<file path="src/rtl/ac_slot_pkg.sv">
package ac_slot_pkg;
  localparam int unsigned NUM_SLOTS = 6;
  localparam int unsigned HALF      = NUM_SLOTS / 2;
  localparam int unsigned SLOT_W    = $clog2(NUM_SLOTS + 1);
  localparam int unsigned PAIR_W    = $clog2(HALF + 1);

  typedef logic [SLOT_W-1:0] slot_t;
  typedef logic [PAIR_W-1:0] pair_t;

  localparam slot_t SLOT_FIRST = slot_t'(1);
  localparam slot_t SLOT_LAST  = slot_t'(NUM_SLOTS);
endpackage

</file>
<file path="src/rtl/ac_slot_counter.sv">
module ac_slot_counter
  import ac_slot_pkg::*;
(
  input  logic  clk_i,
  input  logic  rst_ni,
  input  logic  fid_i,
  input  logic  sync_i,
  output slot_t slot_o,
  output slot_t slot_nxt_o
);
  slot_t slot_q;
  logic  pend_q;
  logic  take_sync;

  assign take_sync = sync_i | pend_q;

  always_comb begin
    if (take_sync || slot_q == SLOT_LAST) slot_nxt_o = SLOT_FIRST;
    else                                   slot_nxt_o = slot_q + slot_t'(1);
  end

  always_ff @(posedge clk_i or negedge rst_ni) begin
    if (!rst_ni) begin
      slot_q <= SLOT_LAST;
      pend_q <= 1'b0;
    end else if (fid_i) begin
      slot_q <= slot_nxt_o;
      pend_q <= 1'b0;
    end else if (sync_i) begin
      pend_q <= 1'b1;
    end
  end

  assign slot_o = slot_q;

  AST_SLOT_RANGE: assert property (@(posedge clk_i) disable iff (!rst_ni)
    slot_q >= SLOT_FIRST && slot_q <= SLOT_LAST);
  AST_HOLD_IDLE: assert property (@(posedge clk_i) disable iff (!rst_ni)
    !fid_i |=> $stable(slot_q));
  AST_WRAP: assert property (@(posedge clk_i) disable iff (!rst_ni)
    (fid_i && !sync_i && !pend_q && slot_q == SLOT_LAST) |=> slot_q == SLOT_FIRST);
  AST_SYNC_LOAD: assert property (@(posedge clk_i) disable iff (!rst_ni)
    (fid_i && (sync_i || pend_q)) |=> slot_q == SLOT_FIRST);
  AST_PEND_CLEAR: assert property (@(posedge clk_i) disable iff (!rst_ni)
    fid_i |=> !pend_q);
endmodule

</file>
<file path="src/rtl/ac_slot_active.sv">
module ac_slot_active
  import ac_slot_pkg::*;
(
  input  logic  clk_i,
  input  logic  rst_ni,
  input  logic  fid_i,
  input  slot_t slot_nxt_i,
  input  pair_t pair_sel_i,
  output logic  active_o
);
  logic [NUM_SLOTS-1:0] hit;
  logic active_q;

  for (genvar s = 1; s <= NUM_SLOTS; s++) begin : g_slot
    localparam pair_t CODE = pair_t'((s - 1) % HALF);
    assign hit[s-1] = (slot_nxt_i == slot_t'(s)) && (pair_sel_i == CODE);
  end

  always_ff @(posedge clk_i or negedge rst_ni) begin
    if (!rst_ni)    active_q <= 1'b0;
    else if (fid_i) active_q <= |hit;
  end

  assign active_o = active_q;

  AST_ACTIVE_HOLD: assert property (@(posedge clk_i) disable iff (!rst_ni)
    !fid_i |=> $stable(active_q));
  AST_NONE_SEL: assert property (@(posedge clk_i) disable iff (!rst_ni)
    (fid_i && pair_sel_i == pair_t'(HALF)) |=> !active_q);
endmodule

</file>
<file path="src/rtl/ac_lock_monitor.sv">
module ac_lock_monitor #(
  parameter int unsigned TO_W = 20
) (
  input  logic            clk_i,
  input  logic            rst_ni,
  input  logic            fid_i,
  input  logic [TO_W-1:0] timeout_i,
  output logic            lost_o
);
  logic [TO_W-1:0] gap_q;
  logic [TO_W:0]   gap_inc;
  logic            expire;
  logic            lost_q;

  assign gap_inc = {1'b0, gap_q} + {{TO_W{1'b0}}, 1'b1};
  assign expire  = (timeout_i != '0) && (gap_inc >= {1'b0, timeout_i});

  always_ff @(posedge clk_i or negedge rst_ni) begin
    if (!rst_ni) begin
      gap_q  <= '0;
      lost_q <= 1'b0;
    end else if (fid_i) begin
      gap_q  <= '0;
      lost_q <= 1'b0;
    end else begin
      if (gap_q != '1) gap_q <= gap_inc[TO_W-1:0];
      if (expire)      lost_q <= 1'b1;
    end
  end

  assign lost_o = lost_q;

  AST_LOST_CLEAR: assert property (@(posedge clk_i) disable iff (!rst_ni)
    fid_i |=> !lost_q);
  AST_LOST_STICKY: assert property (@(posedge clk_i) disable iff (!rst_ni)
    (lost_q && !fid_i) |=> lost_q);
  AST_WDOG_OFF: assert property (@(posedge clk_i) disable iff (!rst_ni)
    (timeout_i == '0 && !lost_q) |=> !lost_q);
endmodule

</file>
<file path="src/rtl/ac_slot_tracker.sv">
module ac_slot_tracker
  import ac_slot_pkg::*;
#(
  parameter int unsigned TO_W = 20
) (
  input  logic            clk_i,
  input  logic            rst_ni,
  input  logic            fid_i,
  input  logic            sync_i,
  input  logic [1:0]      pair_sel_i,
  input  logic [TO_W-1:0] timeout_i,
  output logic [2:0]      slot_o,
  output logic            active_o,
  output logic            lost_lock_o
);
  slot_t slot_cur;
  slot_t slot_nxt;

  ac_slot_counter u_counter (
    .clk_i      (clk_i),
    .rst_ni     (rst_ni),
    .fid_i      (fid_i),
    .sync_i     (sync_i),
    .slot_o     (slot_cur),
    .slot_nxt_o (slot_nxt)
  );

  ac_slot_active u_active (
    .clk_i      (clk_i),
    .rst_ni     (rst_ni),
    .fid_i      (fid_i),
    .slot_nxt_i (slot_nxt),
    .pair_sel_i (pair_t'(pair_sel_i)),
    .active_o   (active_o)
  );

  ac_lock_monitor #(.TO_W(TO_W)) u_lock (
    .clk_i     (clk_i),
    .rst_ni    (rst_ni),
    .fid_i     (fid_i),
    .timeout_i (timeout_i),
    .lost_o    (lost_lock_o)
  );

  assign slot_o = 3'(slot_cur);

  AST_ADVANCE: assert property (@(posedge clk_i) disable iff (!rst_ni)
    (fid_i && !sync_i && slot_o != 3'd6) |=> (slot_o == 3'd1 || slot_o == $past(slot_o) + 3'd1));
endmodule

</file>
<file path="config.mk">
export PLATFORM = sky130hd
export DESIGN_NAME = ac_slot_tracker
export DESIGN_NICKNAME = d
export VERILOG_FILES = /design/src/rtl/ac_slot_pkg.sv /design/src/rtl/ac_slot_counter.sv /design/src/rtl/ac_slot_active.sv /design/src/rtl/ac_lock_monitor.sv /design/src/rtl/ac_slot_tracker.sv
export SDC_FILE = /design/constraint.sdc
export NUM_CORES = 1
export LEC_CHECK = 0
export ABC_AREA = 1
export CORE_ASPECT_RATIO = 0.9
export CORE_MARGIN = 3
export CORE_UTILIZATION = 58
export CTS_CLUSTER_SIZE = 10
export DETAILED_ROUTE_END_ITERATION = 10
export DONT_BUFFER_PORTS = 1
export GPL_TIMING_DRIVEN = 0
export MAX_ROUTING_LAYER = met4
export PLACE_DENSITY_LB_ADDON = 0.3
export SLEW_MARGIN = 30
export SYNTH_ARGS = -nofsm -noshare
export SYNTH_HDL_FRONTEND = slang
export SYNTH_SLANG_ARGS = --single-unit
</file>
<file path="constraint.sdc">
create_clock -name clk_i -period 2.1 [get_ports clk_i]
set_input_delay 0.21 -clock clk_i [delete_from_list [all_inputs] [get_ports clk_i]]
set_output_delay 0.21 -clock clk_i [all_outputs]
set_load 0.05 [all_outputs]
</file>
== Yosys cells after proc, flatten, opt, wreduce, memory -nomap -nowiden ==
Cells that the tools add are included.

* Output and inout port bits: 5
* Register bits after elaboration: 26

* Muxes and demuxes: 7
* Bitwise logic cells: 1
* Eq/ne operators: 10
* Reductions and logical operators: 14
* $lt $le $gt $ge: 1
* Add/subtract/negate cells: 2

{| class="wikitable"
|+ Operators by type and width
! kind !! number
|-
| 2-to-1 mux 20 bit || 2
|-
| adder 20 x 1 -> 21 bit, second input constant || 1
|-
| greater-or-equal comparator 21 x 20 -> 1 bit || 1
|-
| inequality test 20 bit, second input constant || 1
|-
| nonzero test 20 bit || 1
|-
| == test 3 bit, second input constant || 4
|-
| logical AND 1 bit || 7
|-
| == test 3 x 2 -> 1 bit, second input constant || 2
|-
| nonzero test 2 bit || 3
|-
| OR reduction 6 bit || 1
|-
| 2-to-1 mux 1 bit || 4
|-
| adder 3 x 1 -> 3 bit, second input constant || 1
|-
| == test 3 x 1 -> 1 bit, second input constant || 1
|-
| 2-to-1 mux 3 bit || 1
|-
| == test 2 x 1 -> 1 bit, second input constant || 1
|-
| == test 2 bit, second input constant || 1
|-
| zero test 2 bit || 1
|-
| logical OR 1 bit || 1
|-
| bitwise OR 1 bit || 1
|}

== Depth between registers and ports, before layout ==
Gate-level depths: netlist of the first run.

* Word-level depth: 6
* Mapped depth: 20
* Mapped depth without buffers: 20

== Cells and area by module ==
A second synthesis of the first run with hierarchy kept.

* Cell total of the unflattened synthesis: 309
* Area, all modules: 2159.6 µm²

{| class="wikitable"
|+ Modules (own cells, without submodules)
! module !! sequential area each (µm²) !! area an instance (µm²) !! times used !! cells each
|-
| ac_lock_monitor || 525.5 || 1824.2 || 1 || 259
|-
| ac_slot_counter || 102.6 || 231.5 || 1 || 29
|-
| ac_slot_active || 25.0 || 103.8 || 1 || 21
|}

== Least setup slack after synthesis of the first run ==
Ideal clock, no wire load.

* Path type: register -> register
* Start: register u_lock.gap_q[0]
* End: register u_lock.lost_q (netlist: u_lock.lost_o)
* Buffers on the path: 0
* Setup time: 0.078 ns
* Arrival time: 2.157 ns
* Path slack: -0.135 ns
* Stages on the path, launching flop included: 19
* Cell sequence: dfrtp_1 ha_1 nand3_2 nor2_4 nand4_2 inv_2 nand3_1 xnor2_1 ha_1 nand2_1 nor2_1 nand3_1 nor2_1 a21oi_1 nand2_1 nand2_1 nand2_1 nand2_1 a21oi_1

* Longest elaborated chain between the ends: 4

{| class="wikitable"
|+ RTL lines
! item !! RTL line !! source
|-
| start, declared || ac_lock_monitor.sv:10 || <nowiki>logic [TO_W-1:0] gap_q;</nowiki>
|-
| start signal, assigned || ac_lock_monitor.sv:26 || <nowiki>if (gap_q != '1) gap_q <= gap_inc[TO_W-1:0];</nowiki>
|-
| adder 20 x 1 -> 21 bit || ac_lock_monitor.sv:15 || <nowiki>assign gap_inc = {1'b0, gap_q} + {{TO_W{1'b0}}, 1'b1};</nowiki>
|-
| greater-or-equal comparator 21 x 20 -> 1 bit || ac_lock_monitor.sv:16 || <nowiki>assign expire = (timeout_i != '0) && (gap_inc >= {1'b0, timeout_i});</nowiki>
|-
| logical AND 1 bit || ac_lock_monitor.sv:16 ||
|-
| nonzero test 2 bit (no source line) || -- ||
|-
| end signal, assigned || ac_lock_monitor.sv:21 || <nowiki>lost_q <= 1'b0;</nowiki>
|-
| end signal, assigned || ac_lock_monitor.sv:24 || <nowiki>lost_q <= 1'b0;</nowiki>
|-
| end signal, assigned || ac_lock_monitor.sv:27 || <nowiki>if (expire) lost_q <= 1'b1;</nowiki>
|-
| end, declared || ac_lock_monitor.sv:13 || <nowiki>logic lost_q;</nowiki>
|}

No other way between the ends.
A chain may end at the register's enable or synchronous reset.

== Worst setup path in the final report of the first run ==
Same ends and word-level chain as after synthesis.

==> results of run 1 <==
==> kinds of logic (layout without fill, tap and decap cells) <==
kind of cell	after synthesis	after routing
and+or+nand+nor	145	145
AOI/OAI and AO/OA	24	24
xor gates and xnor gates	18	18
buffers and inverters	56	85
adders and majority gates	23	23
DFF	26	26
==> worst max path at each step <==
stage / to / slack (ns) / cells past startpoint
after global placement: u_lock.lost_o / -0.55 / 19
after floorplan: u_lock.lost_o / -0.13 / 18
after detailed placement: u_lock.lost_o / -0.61 / 18
final: u_lock.lost_o / -0.44 / 19
after global routing: u_lock.lost_o / -0.60 / 18
after CTS: u_lock.lost_o / -0.41 / 20
==> flip-flops by register name (all words and copies together), names as in the netlist <==
register / flops
u_active.active_o: 1
u_lock.gap_q: 20
u_counter.slot_o: 3
u_counter.pend_q: 1
u_lock.lost_o: 1
==> placed cells by master, fill, tap and decap left out, types with 3 or more instances in the layout <==
cell type | synthesis | routed
nand2_1 | 85 | 82
inv_1 | 51 | 49
buf_4 | 1 | 24
nor2_1 | 26 | 23
dfrtp_1 | 24 | 23
ha_1 | 23 | 22
xor2_1 | 11 | 10
o21ai_0 | 11 | 10
a21oi_1 | 9 | 7
nand4_1 | 6 | 6
nor4_1 | 6 | 5
inv_2 | 2 | 4
nand2_2 | 1 | 4
xnor2_1 | 6 | 4
nor2_2 | 1 | 4
nand3_1 | 5 | 4
nor2_4 | 3 | 3
or2_2 | 3 | 3
clkbuf_8 | 0 | 3
==> metrics by stage <==
stage               cell area [um^2]  setup slack (ns)  hold WS (ns)  TNS (ns)  cells
floorplan                       2120            -0.129       -0.0856    -0.129    292
global placement                2180            -0.547       -0.0851    -0.547    336
detailed placement              2180            -0.614       -0.0850    -0.633    336
CTS                             2450            -0.413        0.0166    -0.857    358
global route                    2540            -0.598        0.0131     -1.36    365
finish                          2540            -0.438        0.0179    -0.907    365
==> synth_stat cells <==
cell	n	share of area
nor3_4	2	0.015
o21ai_0	11	0.026
o21bai_1	1	0.0035
nor2_1	26	0.046
nand3_1	5	0.012
xor2_2	1	0.0077
nand2_2	1	0.0030
nor3_2	1	0.0047
xor2_1	11	0.045
inv_1	51	0.090
nand2_1	85	0.15
nor4_1	6	0.018
dfstp_2	2	0.025
nor2_2	1	0.0030
xnor2_1	6	0.025
o211ai_1	1	0.0035
a21oi_1	9	0.021
ha_1	23	0.14
nand3_2	1	0.0047
dfrtp_1	24	0.28
a31oi_1	2	0.0059
or2_2	3	0.0089
nor3_1	3	0.0071
clkbuf_1	2	0.0035
nand2_4	1	0.0053
inv_2	2	0.0035
nand4_2	1	0.0059
nor2_4	3	0.016
buf_4	1	0.0035
nand4_1	6	0.018
==> layer usage <==
layer | GRT usage | vias to the layer above | wire [um]
met5 | - | - | 0
met4 | 0.0526 | 0 | 44
met3 | 0.0399 | 6 | 284
met2 | 0.415 | 53 | 2660
met1 | 0.344 | 892 | 2370
li1 | - | 968 | -
==> report_power, final <==
| part | internal, W | switching, W | leakage, nW | total, W |
|---|---|---|---|---|
| Combinational | 0.0000632 | 0.000101 | 1.06 | 0.000164 |
| Clock | 0.000255 | 0.000168 | 0.0357 | 0.000424 |
| Sequential | 0.000518 | 0.0000472 | 0.346 | 0.000565 |
==> final cells by class <==
cell class / instances / area [um^2]
clock inverter: 1 / 30.0
tap: 44 / 55.1
timing repair buffer: 25 / 203
clock buffer: 3 / 41.3
buffer: 3 / 15.0
sequential: 26 / 654
fill: 265 / 912
multi-input combinational: 210 / 1340
inverter: 53 / 199
==> critical path: cells and delay by family (launching register included) <==
family / cells / cell delay, ns
AOI/OAI and AO/OA: 2 / 0.19
DFF: 1 / 0.44
buffers and inverters: 2 / 0.21
adders and majority gates: 1 / 0.27
xor gates and xnor gates: 1 / 0.18
and+or+nand+nor: 13 / 1.11
==> what timing repair did <==
action | in CTS | in global routing
hold buffers | 2 | 0
gates resized for setup | 11 | 10
pin swaps | 10 | 17
gates cloned | 0 | 0
setup buffers | 16 | 7
hold endpoints to repair | 26 | 0
endpoints found under the setup margin | 2 | 3
==> reports/results.ini, run 1 <==
[status]
outcome = finished, violations left
violations = setup timing

[die]
die_y_um = 63.4
start_util = 0.614
die_x_um = 69.7
dieArea_um2 = 4420
core_um2 = 3450
pin_count = 31
rows = 20

[cts]
cts.sinks = 26
clockBufferDepth = 2
clkLatencyLatePin_ns = 0.28
clk_pin_slew_ns = 0.09
cts_tree = yes
cts_made_buffers = 3
htree_levels = 1
root_buffer = clkbuf_8

[global_routing]
grt_pass1_wl_mm = 8.72
grt_pass1_vias = 1896
track_usage = 0.256
grt_max_degree = 27
antenna_found_initial = 0
overflow = 0

[route]
num_vias = 1919
antenna_left = 0
wl_per_cell_um = 14.7
vias_per_cell = 5.26
postRouteWirelength_mm = 5.37
first_pass_iters = 4
drt-initial-drc-count = 161
drc = 0

[logic_synthesis]
ys_ff_latch = 26
syn_area_per_cell_um2 = 7.26
synth_xor_area_frac = 0.0779
syn_nets = 341
synthSimpleGateAreaFrac = 0.317
yosysUniqueCellTypes = 30
synthAdderAreaFrac = 0.136
yosys_warnings = 0
synthMuxAreaShare = 0
yosysSeqAreaShare = 0.308
synth_top_family_by_area = simple AND/OR/NAND/NOR gates
synth_cells = 292
synth_area_um2 = 2120
synth_compound_area_frac = 0.0602

[placement]
portBuffers = 0
dp_hpwl_mm = 3.85
gp_congestion = 0.890

[pwr]
ir_drop_mv = 0.494
p_leak_nw = 1.44
power_density_nw_per_um2 = 454
total_power_w = 0.00115

[worst_hold_path]
hold_path_class = in -> reg
hold-path-endpoint = u_counter.slot_o[2]
hp-start = fid_i
worstHoldPathCells = 1

[worst_setup_path]
crit_path_start = u_lock.gap_q[0]
crit_path_end_kind = flip-flop
r2r-start = u_lock.gap_q[0]
cp_max_fo = 4
path_class = reg -> reg
cp.arrival_ns = 2.69
slowest_stage = dfrtp_2
crit_top_cell = nand2_1
startpoint_type = flip-flop
r2r_end = u_lock.lost_o
crit_required_ns = 2.25
slowest_delay_ns = 0.44
r2r_setup_slack_ns = -0.44
r2r_cells = 19
cp_cell_sequence = inv_2 > nor3_4 > nand2_2 > nor2_4 > buf_4 > nand2_4 > nor2_4 > xor2_2 > ha_1 > nand2_1 > nor2_1 > nand3_1 > nor2_2 > a21oi_2 > nand2_2 > nand2_1 > nand2_1 > nand2_1 > a21oi_1

[timing]
worst_pin_slew_ns = 0.548
rsz0062_at_grt = yes
maxSlewViolCount = 0
fmax_mhz = 394
finalHoldViolations = 0
fin_crit_sh = 1.21
slew_headroom = 0.633
fin_skew_ns = 0.00151
postLayoutSetupSlackWorst_ns = -0.438
finalSetupViolations = 3
finalCriticalPeriod_ns = 2.54

[flow_run]
maxCapViolCount = 0

[cells_and_area]
post-route-util = 0.736
n_antenna_cell = 0
final_nets = 371
drive_gt1_frac = 0.206
area_delta_synth_final_pct = 19.8

Power figures use the tool's default switching activity.
==> inputs of run 2 (changes only) <==
--- a/config.mk
+++ b/config.mk
@@ -15,7 +15,9 @@
 export GPL_TIMING_DRIVEN = 0
 export MAX_ROUTING_LAYER = met4
 export PLACE_DENSITY_LB_ADDON = 0.3
+export RECOVER_POWER = 100
 export SLEW_MARGIN = 30
 export SYNTH_ARGS = -nofsm -noshare
 export SYNTH_HDL_FRONTEND = slang
 export SYNTH_SLANG_ARGS = --single-unit
+export TNS_END_PERCENT = 10
==> reports/results.ini, run 2 (same netlist as run 1, synthesis figures left out) <==
[placement]
post-place-ws_ns = -0.614  ; unchanged
dp_hpwl_mm = 3.85  ; unchanged
portBuffers = 0  ; unchanged
gp_congestion = 0.890  ; unchanged

[die]
core_um2 = 3450  ; unchanged
die_y_um = 63.4  ; unchanged
die_x_um = 69.7  ; unchanged
pin_count = 31  ; unchanged
dieArea_um2 = 4420  ; unchanged
start_util = 0.614  ; unchanged
rows = 20  ; unchanged

[worst_setup_path]
slowest_delay_ns = 0.44  ; about the same
crit_path_end_kind = flip-flop
cp_max_fo = 4  ; unchanged
crit_top_cell = nand2_1
cp.arrival_ns = 2.69  ; about the same
path_class = reg -> reg
startpoint_type = flip-flop
slowest_stage = dfrtp_2
crit_required_ns = 2.25  ; about the same
cp_cell_sequence = inv_2 > nor3_4 > nand2_2 > nor2_4 > buf_4 > nand2_4 > nor2_4 > xor2_2 > ha_1 > nand2_1 > nor2_1 > nand3_1 > nor2_2 > a21oi_2 > nand2_2 > nand2_1 > nand2_1 > nand2_1 > a21oi_1

[global_routing]
track_usage = 0.256  ; unchanged
overflow = 0  ; unchanged
grt_pass1_wl_mm = 8.72  ; unchanged
antenna_found_initial = 0  ; unchanged
grt_pass1_vias = 1896  ; unchanged
grt_max_degree = 27  ; unchanged

[route]
postRouteWirelength_mm = 5.39  ; +0.45%
first_pass_iters = 4  ; unchanged
wl_per_cell_um = 14.8  ; +0.45%
antenna_left = 0  ; unchanged
vias_per_cell = 5.28  ; +0.52%
drc = 0  ; unchanged
num_vias = 1929  ; +0.52%
drt-initial-drc-count = 158  ; -1.9%

[cts]
cts_made_buffers = 3  ; unchanged
clk_pin_slew_ns = 0.10  ; about the same
clockBufferDepth = 2  ; unchanged
root_buffer = clkbuf_8
clkLatencyLatePin_ns = 0.28  ; about the same
cts_tree = yes
htree_levels = 1  ; unchanged
cts.sinks = 26  ; unchanged

[cells_and_area]
final_common_cell = nand2_1
n_antenna_cell = 0  ; unchanged
area_delta_synth_final_pct = 19.1
drive_gt1_frac = 0.199  ; -0.00623
final_cell_mix = nand2_1 (82), inv_1 (49), buf_4 (24)
final_nets = 371  ; unchanged
regMostFlops = u_lock.gap_q
largest_reg_flops = 20  ; unchanged

[worst_hold_path]
hold_path_class = in -> reg

[timing]
finalCriticalPeriod_ns = 2.54  ; +0.00137 ns
fin_skew_ns = 0.00390  ; +0.00239 ns
fmax_mhz = 394  ; about the same
fin_setup_tns_ns = -0.926  ; -0.0190 ns
slew_headroom = 0.0456  ; -0.588
fin_crit_sh = 1.21  ; about the same
worst_pin_slew_ns = 1.43  ; +0.884 ns
maxSlewViolCount = 0  ; unchanged
rsz0062_at_grt = yes
finalHoldViolations = 0  ; unchanged
whs_ns = 0.0251  ; +0.00721 ns
postLayoutSetupSlackWorst_ns = -0.439  ; -0.00137 ns
finalSetupViolations = 3  ; unchanged

[pwr]
p_leak_nw = 1.44  ; -0.55%
ir_drop_mv = 0.504  ; +2.0%
power_density_nw_per_um2 = 456  ; +0.56%

[flow_run]
maxCapViolCount = 0  ; unchanged

[status]
violations = setup timing
outcome = finished, violations left

## run 2: path summary, 6_finish.rpt
check | from | endpoint | slack, ns | cells after the start
max | u_lock.gap_q[0] | u_lock.lost_o | -0.44 | 19
min | fid_i | u_counter.slot_o[2] | 0.03 | 1
max reg2reg | u_lock.gap_q[0] | u_lock.lost_o | -0.44 | 19
min reg2reg | u_counter.pend_q | u_counter.pend_q | 0.49 | 2
max in group asynchronous | rst_ni | u_lock.gap_q[0] | 0.37 | 2
min in group asynchronous | rst_ni | u_lock.gap_q[15] | 0.80 | 2
## run 2: per-stage QoR
stage	std cells	utilization	cell area, um^2	total power (W)
floorplan	292	-	2120	0.000671
global placement	336	0.631	2180	0.000695
detailed placement	336	0.631	2180	0.000701
CTS	358	0.709	2450	0.00115
global route	365	0.731	2520	0.00121
finish	365	0.731	2520	0.00115
## run 2: metal layers
| layer | up-vias | global-route usage | routed length, um |
|---|---|---|---|
| met5 | - | - | 0 |
| met4 | 0 | 0.0526 | 19 |
| met3 | 2 | 0.0399 | 238 |
| met2 | 52 | 0.415 | 2680 |
| met1 | 908 | 0.344 | 2450 |
| li1 | 967 | - | - |
## run 2: cell type report
class / count / area, um^2
sequential: 26 / 654
clock inverter: 1 / 30.0
timing repair buffer: 25 / 186
clock buffer: 3 / 41.3
multi-input combinational: 210 / 1340
buffer: 3 / 15.0
tap: 44 / 55.1
fill: 268 / 928
inverter: 53 / 199
## run 2: repair_timing
action	4_1_cts	5_1_grt
buffers inserted	16	7
endpoints found under the hold margin	26	0
gates resized for setup	11	10
pin swaps	10	17
setup endpoints to repair	2	3
hold buffers	2	0
## run 2: report_power, final
part | internal, W | switching (W)
Combinational | 0.0000597 | 0.000100
Sequential | 0.000518 | 0.0000474
Clock | 0.000256 | 0.000172
Total | 0.000833 | 0.000319
## run 2: critical path, delay by kind of cell (launching register included)
family / cells / cell delay, ns
AO/OA/AOI/OAI: 2 / 0.19
flip-flops: 1 / 0.44
XOR/XNOR: 1 / 0.18
buffers and inverters: 2 / 0.21
AND/OR/NAND/NOR: 13 / 1.11
adder cells (fa/ha/maj): 1 / 0.27
==> inputs of run 3 (changes only) <==
--- a/config.mk
+++ b/config.mk
@@ -8,7 +8,7 @@
 export ABC_AREA = 1
 export CORE_ASPECT_RATIO = 0.9
 export CORE_MARGIN = 3
-export CORE_UTILIZATION = 58
+export CORE_UTILIZATION = 35
 export CTS_CLUSTER_SIZE = 10
 export DETAILED_ROUTE_END_ITERATION = 10
 export DONT_BUFFER_PORTS = 1
@@ -20,4 +20,3 @@
 export SYNTH_ARGS = -nofsm -noshare
 export SYNTH_HDL_FRONTEND = slang
 export SYNTH_SLANG_ARGS = --single-unit
-export TNS_END_PERCENT = 10
==> reports/results.ini, run 3 (same netlist as run 1, synthesis figures left out) <==
[status]
outcome = finished, violations left
violations = setup timing

[worst_setup_path]
crit_path_start = u_lock.gap_q[0]
r2r_cells = 21  ; +2
path_class = reg -> reg
setup.worst_path.end = u_lock.lost_o
cp.arrival_ns = 2.68  ; about the same
startpoint_type = flip-flop
r2r_end = u_lock.lost_o
cp_max_fo = 3  ; -1
r2r_setup_slack_ns = -0.44  ; about the same
r2r-start = u_lock.gap_q[0]
crit_path_end_kind = flip-flop
crit_required_ns = 2.25  ; about the same

[timing]
finalSetupViolations = 2  ; -1
maxSlewViolCount = 0  ; unchanged
fin_skew_ns = 0.00325  ; -0.000649 ns
postLayoutSetupSlackWorst_ns = -0.436  ; +0.00349 ns
fin_crit_sh = 1.21  ; -0.00166
finalHoldViolations = 0  ; unchanged
worst_pin_slew_ns = 1.47  ; +0.0423 ns
finalCriticalPeriod_ns = 2.54  ; -0.00349 ns
slew_headroom = 0.0174  ; -0.0282
rsz0062_at_grt = yes
fmax_mhz = 394  ; +0.14%

[cells_and_area]
final_cell_mix = nand2_1 (83), inv_1 (48), nor2_1 (22), ha_1 (22), dfrtp_1 (22)
regMostFlops = u_lock.gap_q
largest_reg_flops = 20  ; unchanged
post-route-util = 0.452  ; -0.280
drive_gt1_frac = 0.209  ; +0.0100
multi_input_area_um2 = 1380  ; +2.6%
regArea_um2 = 659  ; +0.76%
area_delta_synth_final_pct = 22.6
final_common_cell = nand2_1
layoutNonFillerInstCount = 390  ; +6.8%
n_antenna_cell = 0  ; unchanged
final_nets = 370  ; -0.27%
fillerInstances = 583  ; +120%

[worst_hold_path]
hold_path_class = in -> reg
worstHoldPathCells = 1  ; unchanged

[route]
drt-initial-drc-count = 46  ; -71%
num_vias = 1878  ; -2.6%
postRouteWirelength_mm = 5.29  ; -1.8%
wl_per_cell_um = 13.6  ; -8.1%
vias_per_cell = 4.82  ; -8.9%
drc = 0  ; unchanged
antenna_left = 0  ; unchanged
first_pass_iters = 4  ; unchanged

[placement]
dp_hpwl_mm = 3.98  ; +3.4%
dp.cells = 362  ; +7.7%
gp_congestion = 0.905  ; +1.7%
post-place-ws_ns = -0.618  ; -0.00436 ns
portBuffers = 0  ; unchanged

[die]
pin_count = 31  ; unchanged
rows = 26  ; +30%
die_y_um = 79.8  ; +26%
die_x_um = 88.1  ; +26%
core_um2 = 5760  ; +67%
start_util = 0.368  ; -0.246
dieArea_um2 = 7030  ; +59%

[global_routing]
grt_pass1_vias = 1813  ; -4.4%
track_usage = 0.162  ; -0.0937
grt_pass1_wl_mm = 8.68  ; -0.47%
antenna_found_initial = 0  ; unchanged
overflow = 0  ; unchanged
grt_max_degree = 27  ; unchanged

[cts]
clockBufferDepth = 2  ; unchanged
root_buffer = clkbuf_8
htree_levels = 1  ; unchanged
clk_pin_slew_ns = 0.09  ; about the same
cts.sinks = 26  ; unchanged
clkLatencyLatePin_ns = 0.27  ; about the same
cts_made_buffers = 3  ; unchanged
cts_tree = yes

[pwr]
ir_drop_mv = 0.274  ; -46%
total_power_w = 0.00115  ; -0.24%
p_leak_nw = 1.43  ; -0.24%
power_density_nw_per_um2 = 442  ; -3.1%

[flow_run]
maxCapViolCount = 0  ; unchanged

[run 3: cell count changes in the layout (fill, tap and decap cells not counted), sizes merged]
cell,previous run,this run
buf,24,22
dlygate4sd3,1,2
[run 3: worst max-delay path, cell delays in order (launching register included)]
cell,delay (ns)
dfrtp_1,0.41
buf_6,0.12
inv_2,0.04
nor3_4,0.18
nand2_2,0.09
nor2_4,0.11
buf_4,0.12
buf_6,0.10
xor2_4,0.17
ha_1,0.25
nand2_1,0.09
inv_1,0.05
nand2_2,0.07
inv_1,0.05
a21oi_2,0.12
nand2_1,0.07
nand2_1,0.05
nand2_1,0.06
nand2_1,0.06
nand2_1,0.04
nand2_1,0.07
a21oi_2,0.05
[run 3: where the power goes]
part | leakage (nW) | switching, W | internal (W) | total [W]
registers | 0.345 | 0.0000460 | 0.000520 | 0.000566
clock network | 0.0357 | 0.000172 | 0.000255 | 0.000427
logic | 1.05 | 0.0000967 | 0.0000596 | 0.000156
[run 3: worst min-delay path by stage]
stage | startpoint | end | slack, ns
5_1_grt | fid_i | u_lock.gap_q[19] | 0.05
3_3_place_gp | rst_ni | u_lock.gap_q[6] | -0.08
3_5_place_dp | rst_ni | u_lock.gap_q[6] | -0.08
4_1_cts | fid_i | u_lock.gap_q[19] | 0.05
2_1_floorplan | rst_ni | u_active.active_o | -0.09
6_report | fid_i | u_lock.gap_q[19] | 0.06
[run 3: cell type report]
class	count	share of cell area
Inverter	53	0.0765
Timing Repair Buffer	24	0.0727
Clock inverter	1	0.0115
Sequential cell	26	0.254
Multi-Input combinational cell	210	0.530
Buffer	3	0.00577
Clock buffer	3	0.0159
Tap cell	70	0.0337
[run 3: repair_timing]
action	CTS	global route
hold buffers	3	0
setup buffers	18	3
gates cloned	0	0
hold endpoints to repair	27	0
setup endpoints to repair	2	3
pin swaps	12	6
gates resized for setup	17	12
[run 3: per-stage QoR]
| step | hold slack, ns | cell area [um^2] | TNS (ns) |
|---|---|---|---|
| finish | 0.0609 | 2600 | -0.865 |
| global route | 0.0470 | 2600 | -1.09 |
| CTS | 0.0455 | 2540 | -0.823 |
| detailed placement | -0.0847 | 2210 | -0.620 |
| global placement | -0.0847 | 2210 | -0.635 |
| floorplan | -0.0856 | 2120 | -0.129 |
[run 3: routing by layer]
metal	vias up	part of all wire	track usage
met2	31	0.46	0.254
met3	4	0.055	0.0289
met1	873	0.48	0.227
met5	-	0	-
met4	0	0.0064	0.0211
li1	970	-	-
